`config.mk`:
```
export PLATFORM = sky130hd
export DESIGN_NAME = dual_mode_ctrl_port
export DESIGN_NICKNAME = d
export VERILOG_FILES = /design/src/rtl/scp_pkg.sv /design/src/rtl/scp_sync_bank.sv /design/src/rtl/scp_edges.sv /design/src/rtl/scp_frame_ctl.sv /design/src/rtl/scp_tx_path.sv /design/src/rtl/dual_mode_ctrl_port.sv
export SDC_FILE = /design/constraint.sdc
export NUM_CORES = 1
export LEC_CHECK = 0
export ABC_AREA = 0
export BUFFER_PORTS_ARGS = -buffer_cell sky130_fd_sc_hd__buf_4
export CAP_MARGIN = 25
export CORE_ASPECT_RATIO = 1.25
export CORE_MARGIN = 1.5
export CORE_UTILIZATION = 30
export DETAILED_ROUTE_END_ITERATION = 12
export PLACE_DENSITY_LB_ADDON = 0.1
export REMOVE_ABC_BUFFERS = 1
export SKIP_CTS_REPAIR_TIMING = 1
export SLEW_MARGIN = 15
export SYNTH_ARGS = -nofsm -noshare
export SYNTH_HDL_FRONTEND = slang
export SYNTH_SLANG_ARGS = --single-unit
```
`constraint.sdc`:
```
create_clock -name clk -period 2.7 [get_ports clk]
set_input_delay 0.27 -clock clk [delete_from_list [all_inputs] [get_ports clk]]
set_output_delay 0.27 -clock clk [all_outputs]
set_load 0.01 [all_outputs]
```
`src/rtl/scp_pkg.sv`:
```
package scp_pkg;
   typedef enum logic {
      ORD_MSB_FIRST = 1'b0,
      ORD_LSB_FIRST = 1'b1
   } bit_order_e;
endpackage

```
`src/rtl/scp_sync_bank.sv`:
```
module scp_sync_bank #(
   parameter int WIDTH = 4,
   parameter int STAGES = 2,
   parameter logic [WIDTH-1:0] RST_VAL = '0
) (
   input  logic             clk,
   input  logic             rst_n,
   input  logic [WIDTH-1:0] d_i,
   output logic [WIDTH-1:0] q_o
);
   if (STAGES < 2) begin : g_bad_stages
      $error("scp_sync_bank: STAGES must be at least 2");
   end

   for (genvar b = 0; b < WIDTH; b++) begin : g_bit
      logic [STAGES-1:0] chain_q;
      always_ff @(posedge clk or negedge rst_n) begin
         if (!rst_n) chain_q <= {STAGES{RST_VAL[b]}};
         else        chain_q <= {chain_q[STAGES-2:0], d_i[b]};
      end
      assign q_o[b] = chain_q[STAGES-1];
   end
endmodule

```
`src/rtl/scp_edges.sv`:
```
module scp_edges (
   input  logic clk,
   input  logic rst_n,
   input  logic cs_n_s_i,
   input  logic sclk_s_i,
   output logic cs_fall_o,
   output logic sclk_rise_o,
   output logic sclk_fall_o
);
   logic cs_prev_q;
   logic sclk_prev_q;

   always_ff @(posedge clk or negedge rst_n) begin
      if (!rst_n) begin
         cs_prev_q   <= 1'b1;
         sclk_prev_q <= 1'b0;
      end else begin
         cs_prev_q   <= cs_n_s_i;
         sclk_prev_q <= sclk_s_i;
      end
   end

   assign cs_fall_o   = cs_prev_q & ~cs_n_s_i;
   assign sclk_rise_o = ~sclk_prev_q & sclk_s_i;
   assign sclk_fall_o = sclk_prev_q & ~sclk_s_i;
endmodule

```
`src/rtl/scp_frame_ctl.sv`:
```
module scp_frame_ctl
   import scp_pkg::*;
#(
   parameter int DATA_W = 8,
   parameter int ADDR_W = 3,
   localparam int BITS  = 2 * DATA_W,
   localparam int CNT_W = $clog2(BITS + 1)
) (
   input  logic              clk,
   input  logic              rst_n,
   input  logic              cs_n_s_i,
   input  logic              cs_fall_i,
   input  logic              sclk_s_i,
   input  logic              sclk_rise_i,
   input  logic              rx_lsb_i,
   input  logic              rx_msb_i,
   output logic              active_o,
   output bit_order_e        order_o,
   output logic [CNT_W-1:0]  cnt_o,
   output logic              rw_o,
   output logic              rd_stb_o,
   output logic              wr_stb_o,
   output logic [ADDR_W-1:0] addr_o,
   output logic [DATA_W-1:0] wdata_o
);
   localparam logic [CNT_W-1:0] BITS_C     = CNT_W'(BITS);
   localparam logic [CNT_W-1:0] CMD_LAST_C = CNT_W'(DATA_W - 1);
   localparam logic [CNT_W-1:0] DAT_LAST_C = CNT_W'(BITS - 1);

   logic              active_q;
   bit_order_e        order_q;
   logic [CNT_W-1:0]  cnt_q;
   logic [DATA_W-1:0] sh_q;
   logic              cmd_evt_q;
   logic              rw_q;
   logic [ADDR_W-1:0] addr_q;
   logic              rd_stb_q;
   logic              wr_stb_q;
   logic [DATA_W-1:0] wdata_q;

   logic              rx_bit;
   logic [DATA_W-1:0] sh_nxt;
   logic              take;
   logic              rw_dec;
   logic [ADDR_W-1:0] addr_dec;

   always_comb begin
      rx_bit = (order_q == ORD_LSB_FIRST) ? rx_lsb_i : rx_msb_i;
      if (order_q == ORD_LSB_FIRST) begin
         sh_nxt   = {rx_bit, sh_q[DATA_W-1:1]};
         rw_dec   = sh_q[0];
         addr_dec = sh_q[ADDR_W:1];
      end else begin
         sh_nxt   = {sh_q[DATA_W-2:0], rx_bit};
         rw_dec   = sh_q[DATA_W-1];
         addr_dec = sh_q[DATA_W-2 -: ADDR_W];
      end
      take = active_q && !cs_n_s_i && sclk_rise_i && (cnt_q != BITS_C);
   end

   always_ff @(posedge clk or negedge rst_n) begin
      if (!rst_n) begin
         active_q  <= 1'b0;
         order_q   <= ORD_MSB_FIRST;
         cnt_q     <= '0;
         sh_q      <= '0;
         cmd_evt_q <= 1'b0;
         rw_q      <= 1'b0;
         addr_q    <= '0;
         rd_stb_q  <= 1'b0;
         wr_stb_q  <= 1'b0;
         wdata_q   <= '0;
      end else begin
         cmd_evt_q <= 1'b0;
         rd_stb_q  <= 1'b0;
         wr_stb_q  <= 1'b0;
         if (cs_fall_i) begin
            active_q <= 1'b1;
            order_q  <= bit_order_e'(sclk_s_i);
            cnt_q    <= '0;
         end else if (cs_n_s_i) begin
            active_q <= 1'b0;
            cnt_q    <= '0;
         end else begin
            if (take) begin
               sh_q  <= sh_nxt;
               cnt_q <= cnt_q + 1'b1;
               if (cnt_q == CMD_LAST_C) cmd_evt_q <= 1'b1;
               if (cnt_q == DAT_LAST_C && !rw_q) begin
                  wr_stb_q <= 1'b1;
                  wdata_q  <= sh_nxt;
               end
            end
            if (cmd_evt_q) begin
               rw_q     <= rw_dec;
               addr_q   <= addr_dec;
               rd_stb_q <= rw_dec;
            end
         end
      end
   end

   assign active_o = active_q;
   assign order_o  = order_q;
   assign cnt_o    = cnt_q;
   assign rw_o     = rw_q;
   assign rd_stb_o = rd_stb_q;
   assign wr_stb_o = wr_stb_q;
   assign addr_o   = addr_q;
   assign wdata_o  = wdata_q;
endmodule

```
`src/rtl/scp_tx_path.sv`:
```
module scp_tx_path
   import scp_pkg::*;
#(
   parameter int DATA_W         = 8,
   parameter bit FULL_DRIVE_MSB = 1'b1,
   localparam int BITS  = 2 * DATA_W,
   localparam int CNT_W = $clog2(BITS + 1)
) (
   input  logic              clk,
   input  logic              rst_n,
   input  logic              active_i,
   input  logic              cs_n_s_i,
   input  bit_order_e        order_i,
   input  logic              rw_i,
   input  logic              load_i,
   input  logic [DATA_W-1:0] rdata_i,
   input  logic              sclk_fall_i,
   input  logic [CNT_W-1:0]  cnt_i,
   output logic              data_o,
   output logic              oe_o
);
   localparam logic [CNT_W-1:0] DW_C   = CNT_W'(DATA_W);
   localparam logic [CNT_W-1:0] BITS_C = CNT_W'(BITS);

   logic [DATA_W-1:0] tx_sh_q;
   logic              out_q;
   logic              rd_drive_q;
   logic              shift_win;
   logic              live;

   assign live      = active_i && !cs_n_s_i;
   assign shift_win = live && sclk_fall_i && (cnt_i >= DW_C) && (cnt_i < BITS_C);

   always_ff @(posedge clk or negedge rst_n) begin
      if (!rst_n) begin
         tx_sh_q    <= '0;
         out_q      <= 1'b0;
         rd_drive_q <= 1'b0;
      end else if (!live) begin
         out_q      <= 1'b0;
         rd_drive_q <= 1'b0;
      end else if (load_i) begin
         tx_sh_q <= rdata_i;
      end else if (shift_win) begin
         if (order_i == ORD_LSB_FIRST) begin
            out_q   <= tx_sh_q[0];
            tx_sh_q <= {1'b0, tx_sh_q[DATA_W-1:1]};
         end else begin
            out_q   <= tx_sh_q[DATA_W-1];
            tx_sh_q <= {tx_sh_q[DATA_W-2:0], 1'b0};
         end
         if (rw_i) rd_drive_q <= 1'b1;
      end
   end

   if (FULL_DRIVE_MSB) begin : g_full_msb
      assign oe_o = live && ((order_i == ORD_MSB_FIRST) || rd_drive_q);
   end else begin : g_read_only
      assign oe_o = live && rd_drive_q;
   end

   assign data_o = out_q;
endmodule

```
`src/rtl/dual_mode_ctrl_port.sv`:
```
module dual_mode_ctrl_port
   import scp_pkg::*;
#(
   parameter int DATA_W         = 8,
   parameter int ADDR_W         = 3,
   parameter int SYNC_STAGES    = 2,
   parameter bit FULL_DRIVE_MSB = 1'b1
) (
   input  logic              clk,
   input  logic              rst_n,
   input  logic              cs_n_i,
   input  logic              sclk_i,
   input  logic              data1_i,
   output logic              data1_o,
   output logic              data1_oe,
   input  logic              data2_i,
   output logic              reg_wr_o,
   output logic              reg_rd_o,
   output logic [ADDR_W-1:0] reg_addr_o,
   output logic [DATA_W-1:0] reg_wdata_o,
   input  logic [DATA_W-1:0] reg_rdata_i
);
   localparam int BITS  = 2 * DATA_W;
   localparam int CNT_W = $clog2(BITS + 1);

   if (DATA_W < 2) begin : g_bad_data
      $error("dual_mode_ctrl_port: DATA_W must be at least 2");
   end
   if (ADDR_W + 1 > DATA_W) begin : g_bad_addr
      $error("dual_mode_ctrl_port: command byte too narrow for ADDR_W");
   end

   logic [3:0]        pins_s;
   logic              cs_n_s, sclk_s, d1_s, d2_s;
   logic              cs_fall, sclk_rise, sclk_fall;
   logic              active;
   bit_order_e        order_q;
   logic [CNT_W-1:0]  bit_cnt;
   logic              rw;
   logic              rd_stb;

   scp_sync_bank #(
      .WIDTH  (4),
      .STAGES (SYNC_STAGES),
      .RST_VAL(4'b1000)
   ) u_sync (
      .clk  (clk),
      .rst_n(rst_n),
      .d_i  ({cs_n_i, sclk_i, data1_i, data2_i}),
      .q_o  (pins_s)
   );
   assign {cs_n_s, sclk_s, d1_s, d2_s} = pins_s;

   scp_edges u_edges (
      .clk        (clk),
      .rst_n      (rst_n),
      .cs_n_s_i   (cs_n_s),
      .sclk_s_i   (sclk_s),
      .cs_fall_o  (cs_fall),
      .sclk_rise_o(sclk_rise),
      .sclk_fall_o(sclk_fall)
   );

   scp_frame_ctl #(
      .DATA_W(DATA_W),
      .ADDR_W(ADDR_W)
   ) u_frame (
      .clk        (clk),
      .rst_n      (rst_n),
      .cs_n_s_i   (cs_n_s),
      .cs_fall_i  (cs_fall),
      .sclk_s_i   (sclk_s),
      .sclk_rise_i(sclk_rise),
      .rx_lsb_i   (d1_s),
      .rx_msb_i   (d2_s),
      .active_o   (active),
      .order_o    (order_q),
      .cnt_o      (bit_cnt),
      .rw_o       (rw),
      .rd_stb_o   (rd_stb),
      .wr_stb_o   (reg_wr_o),
      .addr_o     (reg_addr_o),
      .wdata_o    (reg_wdata_o)
   );

   scp_tx_path #(
      .DATA_W        (DATA_W),
      .FULL_DRIVE_MSB(FULL_DRIVE_MSB)
   ) u_tx (
      .clk        (clk),
      .rst_n      (rst_n),
      .active_i   (active),
      .cs_n_s_i   (cs_n_s),
      .order_i    (order_q),
      .rw_i       (rw),
      .load_i     (rd_stb),
      .rdata_i    (reg_rdata_i),
      .sclk_fall_i(sclk_fall),
      .cnt_i      (bit_cnt),
      .data_o     (data1_o),
      .oe_o       (data1_oe)
   );

   assign reg_rd_o = rd_stb;
endmodule

```
==> results.cfg, run 1 <==
[detailed_routing]
wl_per_cell_um = 15.1
wirelength_um = 4670
first_pass_iters = 4
drtIter0Drc = 52
viasPerCell = 5.03
drc_errors = 0
vias = 1553
ant_nets = 0

[yosys]
synth_edf_count = 0
netlist.area_leader.share_pct = 51.2
ys_seq_elements = 50
synthTopCellsByArea = dfrtp_1 (51%), mux2_2 (16%), dfstp_2 (3.4%)
synth_cell_types = 36
ys.flop_type = dfrtp_1
netlist_instances = 188
yosys.area.top_type = dfrtp_1
synth_seq_area_share_pct = 54.6
syn_area_per_cell_um2 = 12.2
ys_async_sr_fraction_pct = 100
yosys_warnings = 0
netlist_area_um2 = 2300

[pwr]
leakage_nw = 1.19
p_per_area_nw_per_um2 = 493
peakVddDrop_mv = 0.358

[die]
rows = 35
die_w_um = 81.3
start_util_pct = 31.0
dieArea_um2 = 8190
core_area_um2 = 7400
die_height_um = 101
io_pins = 29

[layout]
fin_nets = 233
regArea_um2 = 1250
multi_input_area_um2 = 965
fin_util_pct = 36.4
fillers = 738
diodes = 0
drive_gt1_share_pct = 35.9
area_delta_synth_final_pct = 17.2

[global_routing]
grt_usage_pct = 12.6
grt_antenna_before_repair = 0
grt-ovfl-total = 0
grt_max_degree = 51
grt_pass1_vias = 1571
grt_pass1_wl_um = 7940

[worst_setup_path]
max_stage_delay_ns = 0.73
critPathKind = flop to flop
crit_fanout = 11
crit_buf_inv = 0
arrival_ns = 2.31
required_ns = 2.88
path_cells = nand4bb_1 > nor4_4 > mux2_2
endpoint_kind = flop
startpoint_type = flop
worst_path_dominant_cell_family = simple AND/OR/NAND/NOR gates
cp_slowest_cell = nor4_4

[timing]
setup_viol_count_final = 0
setup-tns-final_ns = 0
worstMarginPinSlew_ns = 0.762
rsz0062_at_grt = false
fmax_mhz = 470
min_period_over_period_pct = 78.8
finalHoldViolCount = 29
finalMaxSlewViolations = 0
period_needed_ns = 2.13
hold-worst-slack_ns = -0.0242
skew_ns = 0.00485
slew_headroom_pct = 48.5

[run_status]
violations = hold timing
status = finished with violations

[clocking]
cts-htree-levels = 2
cts-buffers-inserted = 5
clockRootBuffer = clkbuf_8
clk-insertion-delay-late_ns = 0.30
cts_tree = yes
path_clk_slew_ns = 0.09
cts.sinks = 50
cts_buffer_depth = 2

[job]
drv_cap = 0

[place]
gp_congestion = 0.769
hpwl_um = 3270
portBuffers = 28

[hold_path]
hold_class = input pin to async pin
per-layer routing:
metal  routed length [um]  GRT usage, %  up-vias  part of all wire, %
li1                     -             -      748                    -
met1                 2120          16.0      766                   45
met2                 2310          21.0       33                   49
met3                  175          2.81        6                  3.7
met4                   72          3.98        0                  1.5
met5                    0             0        -                    0
power breakdown:
part	internal, mW	switching (mW)	total [mW]
sequential	0.765	0.0189	0.784
combinational	0.0511	0.0492	0.100
clock	0.209	0.232	0.441
cell type report:
class | instances | area share, %
clock buffer | 8 | 3.35
multi-input combinational | 120 | 35.8
inverter | 7 | 0.976
timing repair buffer | 32 | 8.93
sequential | 50 | 46.6
tap | 92 | 4.28
state kept, by name (all words and copies together), names as in the netlist:
name / cells
u_edges.cs_prev_q: 1
u_frame.sh_q: 8
u_frame.cmd_evt_q: 1
u_frame.wr_stb_o: 1
u_tx.rd_drive_q: 1
u_edges.sclk_prev_q: 1
u_tx.data_o: 1
u_frame.rw_o: 1
u_frame.cnt_o: 5
u_frame.rd_stb_o: 1
u_frame.order_o: 1
u_frame.wdata_o: 8
u_frame.addr_o: 3
u_frame.active_o: 1
u_tx.tx_sh_q: 8
u_sync.g_bit.chain_q: 8
cells in the final DEF, fill, tap and decap left out, types with 2 or more instances in the layout:
cell type,count
dfrtp_1,47
mux2_2,32
buf_4,32
nor2_1,14
a21oi_1,8
a211oi_1,8
inv_1,7
nor4_1,7
o22ai_1,6
clkbuf_8,6
mux2i_1,4
nand3_1,4
o21ai_0,4
nand4bb_1,3
nor3b_1,3
nor2b_1,3
o21a_1,3
ha_1,3
dfstp_2,3
nand2b_1,2
or2_2,2
a2111oi_0,2
clkbuf_1,2
metrics by stage:
stage               instances  area [um2]  worst slack, ns  total power [mW]  hold WS (ns)
floorplan                 177        2250            0.820             0.850       -0.0256
global placement          301        2600            0.609             0.900         0.334
detailed placement        301        2600            0.528             0.902         0.335
CTS                       309        2690            0.522              1.35      0.000324
global route              309        2690            0.406              1.38        0.0255
finish                    309        2690            0.571              1.33       -0.0242
Yosys cell counts (all sizes together), types with 2 or more instances:
master and count:
a211oi 8, inv 7, nand4bb 3, nor4 8, nor2b 3, nor2 14
nand2b 2, nor3 2, o22ai 6, a21oi 8, dfrtp 47, o21ai 4
nor3b 3, nand3 4, o21a 3, or2 2, mux2i 4, buf 5
ha 3, clkbuf 6, a2111oi 2, mux2 32, dfstp 3
cells by family (layout without fill, tap and decap cells):
kind of cell    after synthesis  in the layout  synth area share, %
flops                        50             50                 54.6
simple gates                 47             47                 13.2
compound gates               34             34                 9.75
mux                          36             36                 17.4
fa+ha+maj                     3              3                 1.63
buf+inv                      18             47                 3.38
path summary, 6_finish.rpt:
path	start	end	slack, ns	depth (start not counted)
max reg2reg	u_sync.g_bit[3].chain_q[1]	u_frame.wdata_o[5]	0.57	3
max in group asynchronous	rst_n	u_frame.cnt_o[0]	2.30	1
min in group clk	data1_i	u_sync.g_bit[1].chain_q[0]	0.07	1
max	u_sync.g_bit[3].chain_q[1]	u_frame.wdata_o[5]	0.57	3
min	rst_n	u_tx.tx_sh_q[5]	-0.02	1
min reg2reg	u_sync.g_bit[0].chain_q[0]	u_sync.g_bit[0].chain_q[1]	0.35	0
Note: power is estimated with default switching activity, not from simulation.
==> inputs of run 2 (changes only) <==
==> constraint.sdc (replaced) <==
create_clock -name clk -period 2.2 [get_ports clk]
set_input_delay 0.22 -clock clk [delete_from_list [all_inputs] [get_ports clk]]
set_output_delay 0.22 -clock clk [all_outputs]
set_load 0.01 [all_outputs]
==> run 2 against run 1 <==
- setup slack got worse by 0.33 ns
- die area unchanged
- highest routed layer unchanged
- via count rose by 2.1%
- register-to-register slack worse by 0.33 ns
- global-route usage grew 0.32 points
- power rose by 30%
- sequential share of layout area decreased by 1.1 points
- the run now ends clean
- flip-flop and latch count unchanged
- non-clock buffer count increased by 6
==> results.cfg, run 2 (synthesis results as in run 1) <==
[global_routing]
grt_pass1_wl_um = 8140
grt_antenna_before_repair = 0
grt_usage_pct = 12.9
grt_pass1_vias = 1670
grt-ovfl-total = 0
grt_max_degree = 51

[timing]
hold-worst-slack_ns = 0.0237
rsz0062_at_grt = false
finalHoldViolCount = 0
setup_viol_count_final = 0
finalMaxSlewViolations = 0
period_needed_ns = 1.96
fmax_mhz = 511
skew_ns = 0.0101
slew_headroom_pct = 48.1
worstMarginPinSlew_ns = 0.768
min_period_over_period_pct = 89.0
setup-tns-final_ns = 0

[layout]
area_delta_synth_final_pct = 20.1
final_cell_mix = dfrtp_1 (47), buf_4 (35), mux2_2 (32)
drive_gt1_share_pct = 37.2
fillers = 728
final_common_cell = dfrtp_1
diodes = 0
fin_util_pct = 37.3
fin_nets = 239

[worst_setup_path]
max_stage_delay_ns = 0.40
critPathKind = flop to flop
crit_fanout = 9
reg2reg_slack_ns = 0.24
path_cells = ha_1 > and3_1 > ha_1 > nand2b_1 > nor4_4 > buf_4 > mux2_2
reg2reg_to = u_frame.wdata_o[2]
crit_buf_inv = 1
r2r_start = u_frame.cnt_o[1]
worst_path_dominant_cell_family = simple AND/OR/NAND/NOR gates
endpoint_kind = flop
r2r_cells = 7
startpoint_type = flop
crit_top_cell = ha_1
cp_slowest_cell = dfrtp_1
required_ns = 2.39
arrival_ns = 2.15

[detailed_routing]
wl_per_cell_um = 15.2
wl_met3_um = 198
drtIter0Drc = 69
viasPerCell = 5.03
wirelength_um = 4790
dr_wl_met2_um = 2440
vias = 1585
first_pass_iters = 4
drt-met1-wl_um = 2080
drc_errors = 0
ant_nets = 0
dr.max_layer_used = met4

[die]
rows = 35
start_util_pct = 31.0
dieArea_um2 = 8190
core_area_um2 = 7400
die_height_um = 101
die_w_um = 81.3
io_pins = 29

[run_status]
status = finished, final reports clean

[clocking]
cts-htree-levels = 2
cts_tree = yes
cts_buffer_depth = 2
clockRootBuffer = clkbuf_8
clk-insertion-delay-late_ns = 0.30
cts.sinks = 50
path_clk_slew_ns = 0.09
cts-buffers-inserted = 5

[hold_path]
min_path_cells = 1
worstHoldStart = cs_n_i
hold_class = input pin to flop
whs_endpoint = u_sync.g_bit[3].chain_q[0]

[place]
gp_congestion = 0.697
hpwl_um = 3340
portBuffers = 28

[pwr]
peakVddDrop_mv = 0.297
leakage_nw = 1.22
p_per_area_nw_per_um2 = 627

[job]
drv_cap = 0
## run 2: metal layers
layer,track usage [%],vias up
li1,-,760
met1,15.5,783
met2,22.5,36
met3,2.62,6
met4,4.64,0
met5,0,-
## run 2: power breakdown
| part | switching (mW) | total (mW) | leakage [nW] | internal (mW) |
|---|---|---|---|---|
| clock network | 0.298 | 0.637 | 0.0514 | 0.339 |
| registers | 0.0147 | 0.954 | 0.657 | 0.939 |
| logic | 0.0710 | 0.139 | 0.510 | 0.0679 |
| total | 0.384 | 1.73 | 1.22 | 1.35 |
## run 2: cell type report
cell class	count	area (um2)	area share [%]
clock inverters	2	37.5	1.36
multi-input cells	120	965	35.0
repair buffers	38	288	10.4
well taps	92	115	4.17
flip-flops and latches	50	1250	45.5
inverters	7	26.3	0.952
clock buffers	6	72.6	2.63
## run 2: metrics by stage
stage	worst slack, ns	std cells	total power [mW]	cell area [um2]
final	0.242	315	1.73	2760
after global routing	0.0927	315	1.82	2760
after CTS	0.239	312	1.76	2730
after detailed placement	0.265	304	1.11	2620
after global placement	0.317	304	1.11	2620
after floorplan	0.320	177	1.04	2250
## run 2: how the worst max path moves through the flow
stage                         end              from  cells past startpoint
3_3_place_gp   u_frame.wdata_o[4]  u_frame.cnt_o[0]                      7
2_1_floorplan  u_frame.wdata_o[0]  u_frame.cnt_o[0]                      6
3_5_place_dp   u_frame.wdata_o[5]  u_frame.cnt_o[1]                      7
5_1_grt        u_frame.wdata_o[0]  u_frame.cnt_o[0]                      7
4_1_cts        u_frame.wdata_o[2]  u_frame.cnt_o[1]                      7
6_report       u_frame.wdata_o[2]  u_frame.cnt_o[1]                      7
